### src/rtl/sixcnt_pkg.sv
`timescale 1ns/1ps
package sixcnt_pkg;
  localparam int STATE_W = 3;
  typedef logic [STATE_W-1:0] code_t;
  localparam code_t CODE_RESET = 3'b000;
  localparam code_t CODE_TERM  = 3'b110;
  // Bit positions of the named state bits inside the state vector.
  localparam int BIT_A = 2;
  localparam int BIT_B = 1;
  localparam int BIT_C = 0;

  typedef struct packed {
    logic load;  // synchronous load of the forced code
    logic step;  // advance one state along the sequence
  } strobe_t;
endpackage

### src/rtl/sixcnt_jkbit.sv
`timescale 1ns/1ps
// One state bit: a JK stage with a synchronous load and a step qualifier.
module sixcnt_jkbit (
  input  logic clk,
  input  logic rstN,
  input  logic load,
  input  logic loadVal,
  input  logic step,
  input  logic jIn,
  input  logic kIn,
  output logic q
);
  logic jkNext;

  always_comb begin
    jkNext = (jIn & ~q) | (~kIn & q);
  end

  always_ff @(posedge clk or negedge rstN) begin
    if (!rstN) begin
      q <= 1'b0;
    end else if (load) begin
      q <= loadVal;
    end else if (step) begin
      q <= jkNext;
    end
  end
endmodule

### src/rtl/sixcnt_ctrl.sv
`timescale 1ns/1ps
// Control: turns the port requests into strobes. Force wins over enable.
module sixcnt_ctrl
  import sixcnt_pkg::*;
(
  input  logic    enable,
  input  logic    forceEn,
  output strobe_t strobes
);
  always_comb begin
    strobes.load = forceEn;
    strobes.step = enable & ~forceEn;
  end
endmodule

### src/rtl/sixcnt_dpath.sv
`timescale 1ns/1ps
// Datapath: three JK stages with J/K terms chosen so that both unused codes
// return to the cycle in one step (011 -> 100, 111 -> 000).
module sixcnt_dpath
  import sixcnt_pkg::*;
(
  input  logic    clk,
  input  logic    rstN,
  input  strobe_t strobes,
  input  code_t   forceVal,
  output code_t   state
);
  code_t jVec;
  code_t kVec;

  always_comb begin
    // Bit A toggles when B is set.
    jVec[BIT_A] = state[BIT_B];
    kVec[BIT_A] = state[BIT_B];
    // Bit B is set from C and always clears after one step.
    jVec[BIT_B] = state[BIT_C];
    kVec[BIT_B] = 1'b1;
    // Bit C is set when B is clear and always clears after one step.
    jVec[BIT_C] = ~state[BIT_B];
    kVec[BIT_C] = 1'b1;
  end

  for (genvar i = 0; i < STATE_W; i++) begin : g_bit
    sixcnt_jkbit u_bit (
      .clk    (clk),
      .rstN   (rstN),
      .load   (strobes.load),
      .loadVal(forceVal[i]),
      .step   (strobes.step),
      .jIn    (jVec[i]),
      .kIn    (kVec[i]),
      .q      (state[i])
    );
  end
endmodule

### src/rtl/sixcnt_top.sv
`timescale 1ns/1ps
module sixcnt_top
  import sixcnt_pkg::*;
(
  input  logic         clk,
  input  logic         rstN,
  input  logic         enable,
  input  logic         forceEn,
  input  logic [2:0]   forceVal,
  output logic [2:0]   stateOut,
  output logic         terminal
);
  strobe_t strobes;
  code_t   state;

  sixcnt_ctrl u_ctrl (
    .enable (enable),
    .forceEn(forceEn),
    .strobes(strobes)
  );

  sixcnt_dpath u_dpath (
    .clk     (clk),
    .rstN    (rstN),
    .strobes (strobes),
    .forceVal(forceVal),
    .state   (state)
  );

  assign stateOut = state;
  assign terminal = (state == CODE_TERM);
endmodule

### config.mk
export PLATFORM = sky130hd
export DESIGN_NAME = sixcnt_top
export DESIGN_NICKNAME = d
export VERILOG_FILES = /design/src/rtl/sixcnt_pkg.sv /design/src/rtl/sixcnt_jkbit.sv /design/src/rtl/sixcnt_ctrl.sv /design/src/rtl/sixcnt_dpath.sv /design/src/rtl/sixcnt_top.sv
export SDC_FILE = /design/constraint.sdc
export NUM_CORES = 1
export LEC_CHECK = 0
export BUFFER_PORTS_ARGS = -buffer_cell sky130_fd_sc_hd__buf_2
export CORE_AREA = 4 4 41 43
export CTS_BUF_LIST = sky130_fd_sc_hd__clkbuf_2 sky130_fd_sc_hd__clkbuf_4 sky130_fd_sc_hd__clkbuf_8
export DETAILED_ROUTE_END_ITERATION = 10
export DIE_AREA = 0 0 45 47
export SLEW_MARGIN = 20
export SYNTH_ARGS = -nofsm -noshare
export SYNTH_HDL_FRONTEND = slang
export SYNTH_SLANG_ARGS = --single-unit
### constraint.sdc
create_clock -name clk -period 1.7 [get_ports clk]
set_clock_uncertainty 0.2 [all_clocks]
set_input_delay 0.34 -clock clk [delete_from_list [all_inputs] [get_ports clk]]
set_output_delay 0.34 -clock clk [all_outputs]
set_load 0.01 [all_outputs]
# Word level (Yosys, flattened, before mapping)
# Index checks and enable logic that the tools add are counted.
# Widths: inputs -> output; s select.
dict set report totals {
  regBits 3
  input_bits 7
  wordCells 21
}
dict set report classes {
  n_eq_ne 1
  n_mux 6
  n_bitwise 10
  reduce_logical 1
}
# op count
set op_table {}
lappend op_table {{$mux 1} 6}
lappend op_table {{$and 1x1->1} 5}
lappend op_table {{$not 1->1} 4}
lappend op_table {{$eq 3x3->1 const B} 1}
lappend op_table {{$reduce_bool 2->1} 1}
lappend op_table {{$or 1x1->1} 1}

# Depth between registers and ports, before layout
dict set report depth {
  depth_word 5
  depth_mapped 2
}

# By module
# Synthesis repeated with hierarchy kept, for this count alone.
dict set report hier_totals {
  hier_cells 22
  area_unflattened_um2 210.2
}
# mod n_inst cells_per_inst area_per_inst_um2 seq_area_each_um2
set modules_own_cells {}
lappend modules_own_cells {sixcnt_jkbit 3 5 52.6 25.0}
lappend modules_own_cells {sixcnt_dpath 1 4 22.5 0.0}
lappend modules_own_cells {sixcnt_ctrl 1 2 21.3 0.0}
lappend modules_own_cells {sixcnt_top 1 1 8.8 0.0}

# Worst setup path before layout
# OpenSTA, ideal clock, no wires.
dict set report synth_path {
  path_type {reg-to-reg}
  start {register u_dpath.g_bit[1].u_bit.q}
  end {register u_dpath.g_bit[0].u_bit.q}
  setup_ns 0.082
  arrival_ns 0.910
  slack_ns 0.508
  stages_incl_launch_ff 3
  synth_period_minus_slack_ns 1.192
  path_cell_list {dfrtp_1 > or3b_1 > a31oi_1}
}
dict set report synth_via {
  elab_chain_cells 4
}
# element line_no
set synth_rtl {}
lappend synth_rtl {{start, declared} sixcnt_jkbit.sv:11} ;# output logic q
lappend synth_rtl {{start signal, assigned} sixcnt_jkbit.sv:23} ;# q <= loadVal;
lappend synth_rtl {{start signal, assigned} sixcnt_jkbit.sv:25} ;# q <= jkNext;
lappend synth_rtl {{$not 1->1} sixcnt_dpath.sv:24} ;# jVec[BIT_C] = ~state[BIT_B];
lappend synth_rtl {{$and 1x1->1} sixcnt_jkbit.sv:16} ;# jkNext = (jIn & ~q) | (~kIn & q);
lappend synth_rtl {{$mux 1} sixcnt_jkbit.sv:24} ;# end else if (step) begin
lappend synth_rtl {{$mux 1} sixcnt_jkbit.sv:22} ;# end else if (load) begin
lappend synth_rtl {{end signal, assigned} sixcnt_jkbit.sv:23}
lappend synth_rtl {{end signal, assigned} sixcnt_jkbit.sv:25}
lappend synth_rtl {{end, declared} sixcnt_jkbit.sv:11}
# Every way passes these cells. The select of a mux whose other input is x is not followed.
# A chain may end at the register's enable or synchronous reset.

# Worst setup path in the final report
dict set report layout_path {
  start {register u_dpath.g_bit[1].u_bit.q}
  end {output terminal}
}
dict set report layout_via {
  elab_chain_cells 1
}
# element line_no
set layout_rtl {}
lappend layout_rtl {{$eq 3x3->1} sixcnt_top.sv:31} ;# assign terminal = (state == CODE_TERM);
lappend layout_rtl {{end, declared} sixcnt_top.sv:11} ;# output logic terminal
# Every way passes these cells.

==> run metrics <==
cell with the largest stage delay on the worst path sky130_fd_sc_hd__dfrtp_1; transition time at the pin with the least slew margin 215 ps; sw frac 24.1%; power per cell area 985 nW/um2; total internal power 0.209 mW; number of remaining DRC errors 0; Hold/Removal Path Class in -> reg; floorplan die height 47 um; final cell area excluding filler cells 279 um2; TNS Setup 0 ps; Unique masters post-synth 12; overall fraction of global-route tracks in use 5.06%; worst path setup slack after routing 235 ps; die boundary width 45 um; clock latency on the worst-skew pair 230 ps; sequential cell area in the final layout 75.1 um2; Root Buffer Master sky130_fd_sc_hd__clkbuf_4; net total in the final layout 41; Crit Path Max Fanout 7; cells after synthesis 21; largest registers in the final layout u_dpath.g_bit.u_bit.q x3; Post-Syn Area 193 um2; count of maximum capacitance violations 0; Antenna diodes 0; most area-hungry cell type in the Yosys netlist sky130_fd_sc_hd__dfrtp_1; clock period minus worst slack 1470 ps; post-route antenna net violation count 0; count of clock tree sinks 3; number of port buffers 10; proportion of netlist area held by the largest area contributor 39.0%; share of layout cells above drive strength 1 42.4%; outcome finished clean; element type at the critical path start register; RSZ-0062 raised after global routing no; fill cell instance count of the final layout 159; Detailed Routing Iterations Pass 1 2; P_leak 0.135 nW; count of placed standard cells in the final layout, fillers left out 48; via density per instance 3.79; pin count of the biggest net entering global routing 8; logic gate share of total power 16.2%; vias in the first global route 158; Starting Density 14.8%; Placed Instances 43; total detailed-routing wirelength 423 um; required time at the worst-slack endpoint 1160 ps; syn nets 28; post-detailed-route wirelength per cell 8.81 um; Place WS 448 ps; maximum single-stage delay on the critical path 420 ps; Final Hold Vio Count 0; register bit total from synthesis 3; part of the power in registers 32.5%; CP arrival 930 ps; final period utilization 86.2%; crit path cell chain nand2_1 -> nor2_1 -> buf_2; total chip power 0.275 mW; post-CTS setup repair buffer count 0; DR vias 182; global-route wire length before repair 669 um; number of buffers inserted during clock tree synthesis 3; hold_ws 138 ps; multi-input combinational cell area 91.3 um2; number of buffers on the longest clock path 2; Net Sw Power 0.0664 mW; final design utilization 21.4%; DP Area 239 um2; fraction of power consumed by the clock network 51.3%; die outline area 2120 um2; relative max-transition margin 85.5%; clock transition at the registers of the reported paths 40 ps; Max Transition Viols Final 0; number of H-tree branching levels 1; maximum vdd ir drop 175 uV; violation count after the first detailed-route iteration 1; grt ovf 0; io pins 11; most area-consuming cells after synthesis sky130_fd_sc_hd__dfrtp_1 39%, sky130_fd_sc_hd__buf_4 12%, sky130_fd_sc_hd__nor2b_1 9.7%; count of standard-cell rows 13; CTS tree yes; antenna violations before repair 0; Highest Clock Rate 682 MHz; number of failing setup endpoints in the final timing report 0; type of destination of the critical path primary output; portion of the post-synthesis area used by sequential elements 39.0%; largest register by flop count u_dpath.g_bit.u_bit.q; Layout Area Growth over Synthesis 44.8%; critical setup path kind reg -> out; global placement routability congestion 0.583; count of warnings emitted by yosys 0; Largest register FFs 3; CORE AREA 1300 um2; per-instance average area after synthesis 9.18 um2
final cells by class:
| class | count | share of cell area, % |
|---|---|---|
| inverter | 1 | 1.35 |
| tap | 15 | 6.73 |
| timing repair buffer | 11 | 21.5 |
| clock buffer | 4 | 10.8 |
| sequential | 3 | 26.9 |
| multi-input combinational | 14 | 32.7 |
power by group through the flow:
| stage | Combinational, mW | Clock [mW] | Sequential (mW) |
|---|---|---|---|
| after floorplan | 0.0341 | 0 | 0.0875 |
| after global placement | 0.0434 | 0 | 0.0898 |
| after detailed placement | 0.0439 | 0 | 0.0905 |
| after CTS | 0.0456 | 0.150 | 0.0896 |
| after global routing | 0.0500 | 0.148 | 0.0913 |
| final | 0.0446 | 0.141 | 0.0894 |
path summary, 6_finish.rpt:
path / startpoint / depth (start not counted) / slack [ps] / endpoint
worst max-delay path: u_dpath.g_bit[1].u_bit.q$_DFFE_PN0P_ / 3 / 230 / terminal
worst min-delay path: forceVal[2] / 2 / 140 / u_dpath.g_bit[2].u_bit.q$_DFFE_PN0P_
worst max register to register: u_dpath.g_bit[1].u_bit.q$_DFFE_PN0P_ / 2 / 450 / u_dpath.g_bit[0].u_bit.q$_DFFE_PN0P_
worst min register to register: u_dpath.g_bit[0].u_bit.q$_DFFE_PN0P_ / 2 / 410 / u_dpath.g_bit[0].u_bit.q$_DFFE_PN0P_
max in group asynchronous: rstN / 2 / 970 / u_dpath.g_bit[0].u_bit.q$_DFFE_PN0P_
min in group asynchronous: rstN / 2 / 230 / u_dpath.g_bit[1].u_bit.q$_DFFE_PN0P_
worst max-delay path: cells and delay by family, from the launching register on:
kind	cells	cell delay, ps
and+or+nand+nor	2	140
buffers and inverters	1	130
DFF	1	420
cells in the final DEF, fill, tap and decap left out, types with 2 or more instances in the layout:
cell,netlist,routed
sky130_fd_sc_hd__buf_2,0,10
sky130_fd_sc_hd__clkbuf_4,0,4
sky130_fd_sc_hd__nor2b_1,3,3
sky130_fd_sc_hd__dfrtp_1,3,3
sky130_fd_sc_hd__nand2_1,2,2
sky130_fd_sc_hd__nand2b_1,2,2
sky130_fd_sc_hd__a31oi_1,2,2
per-layer routing:
| metal | part of all wire (%) | vias to the layer above | global-route usage [%] |
|---|---|---|---|
| met5 | 0 | - | 0 |
| met4 | 3.3 | 0 | 10.5 |
| met3 | 9.2 | 2 | 0 |
| met2 | 48 | 9 | 5.93 |
| met1 | 39 | 77 | 5.71 |
| li1 | - | 94 | - |
logic make-up (layout without fill, tap and decap cells):
logic type	count (synthesis)	in the layout	share of synthesized area (%)
compound gates	3	3	11.7
buf+inv	4	16	13.6
simple gates	11	11	35.7
flops	3	3	39.0
Yosys cell counts:
library cell               n
sky130_fd_sc_hd__inv_1     1
sky130_fd_sc_hd__nor2b_1   3
sky130_fd_sc_hd__a221o_1   1
sky130_fd_sc_hd__nand2_1   2
sky130_fd_sc_hd__nor4bb_1  1
sky130_fd_sc_hd__nor2_1    1
sky130_fd_sc_hd__nand3b_1  1
sky130_fd_sc_hd__buf_4     3
sky130_fd_sc_hd__a31oi_1   2
sky130_fd_sc_hd__dfrtp_1   3
sky130_fd_sc_hd__or3b_1    1
sky130_fd_sc_hd__nand2b_1  2
timing repair:
item | CTS | global route
endpoints found under the hold margin | 3 | 0
hold buffers | 1 | 0
resized for setup | 0 | 0
No activity file was read; power rests on OpenSTA's default activity.
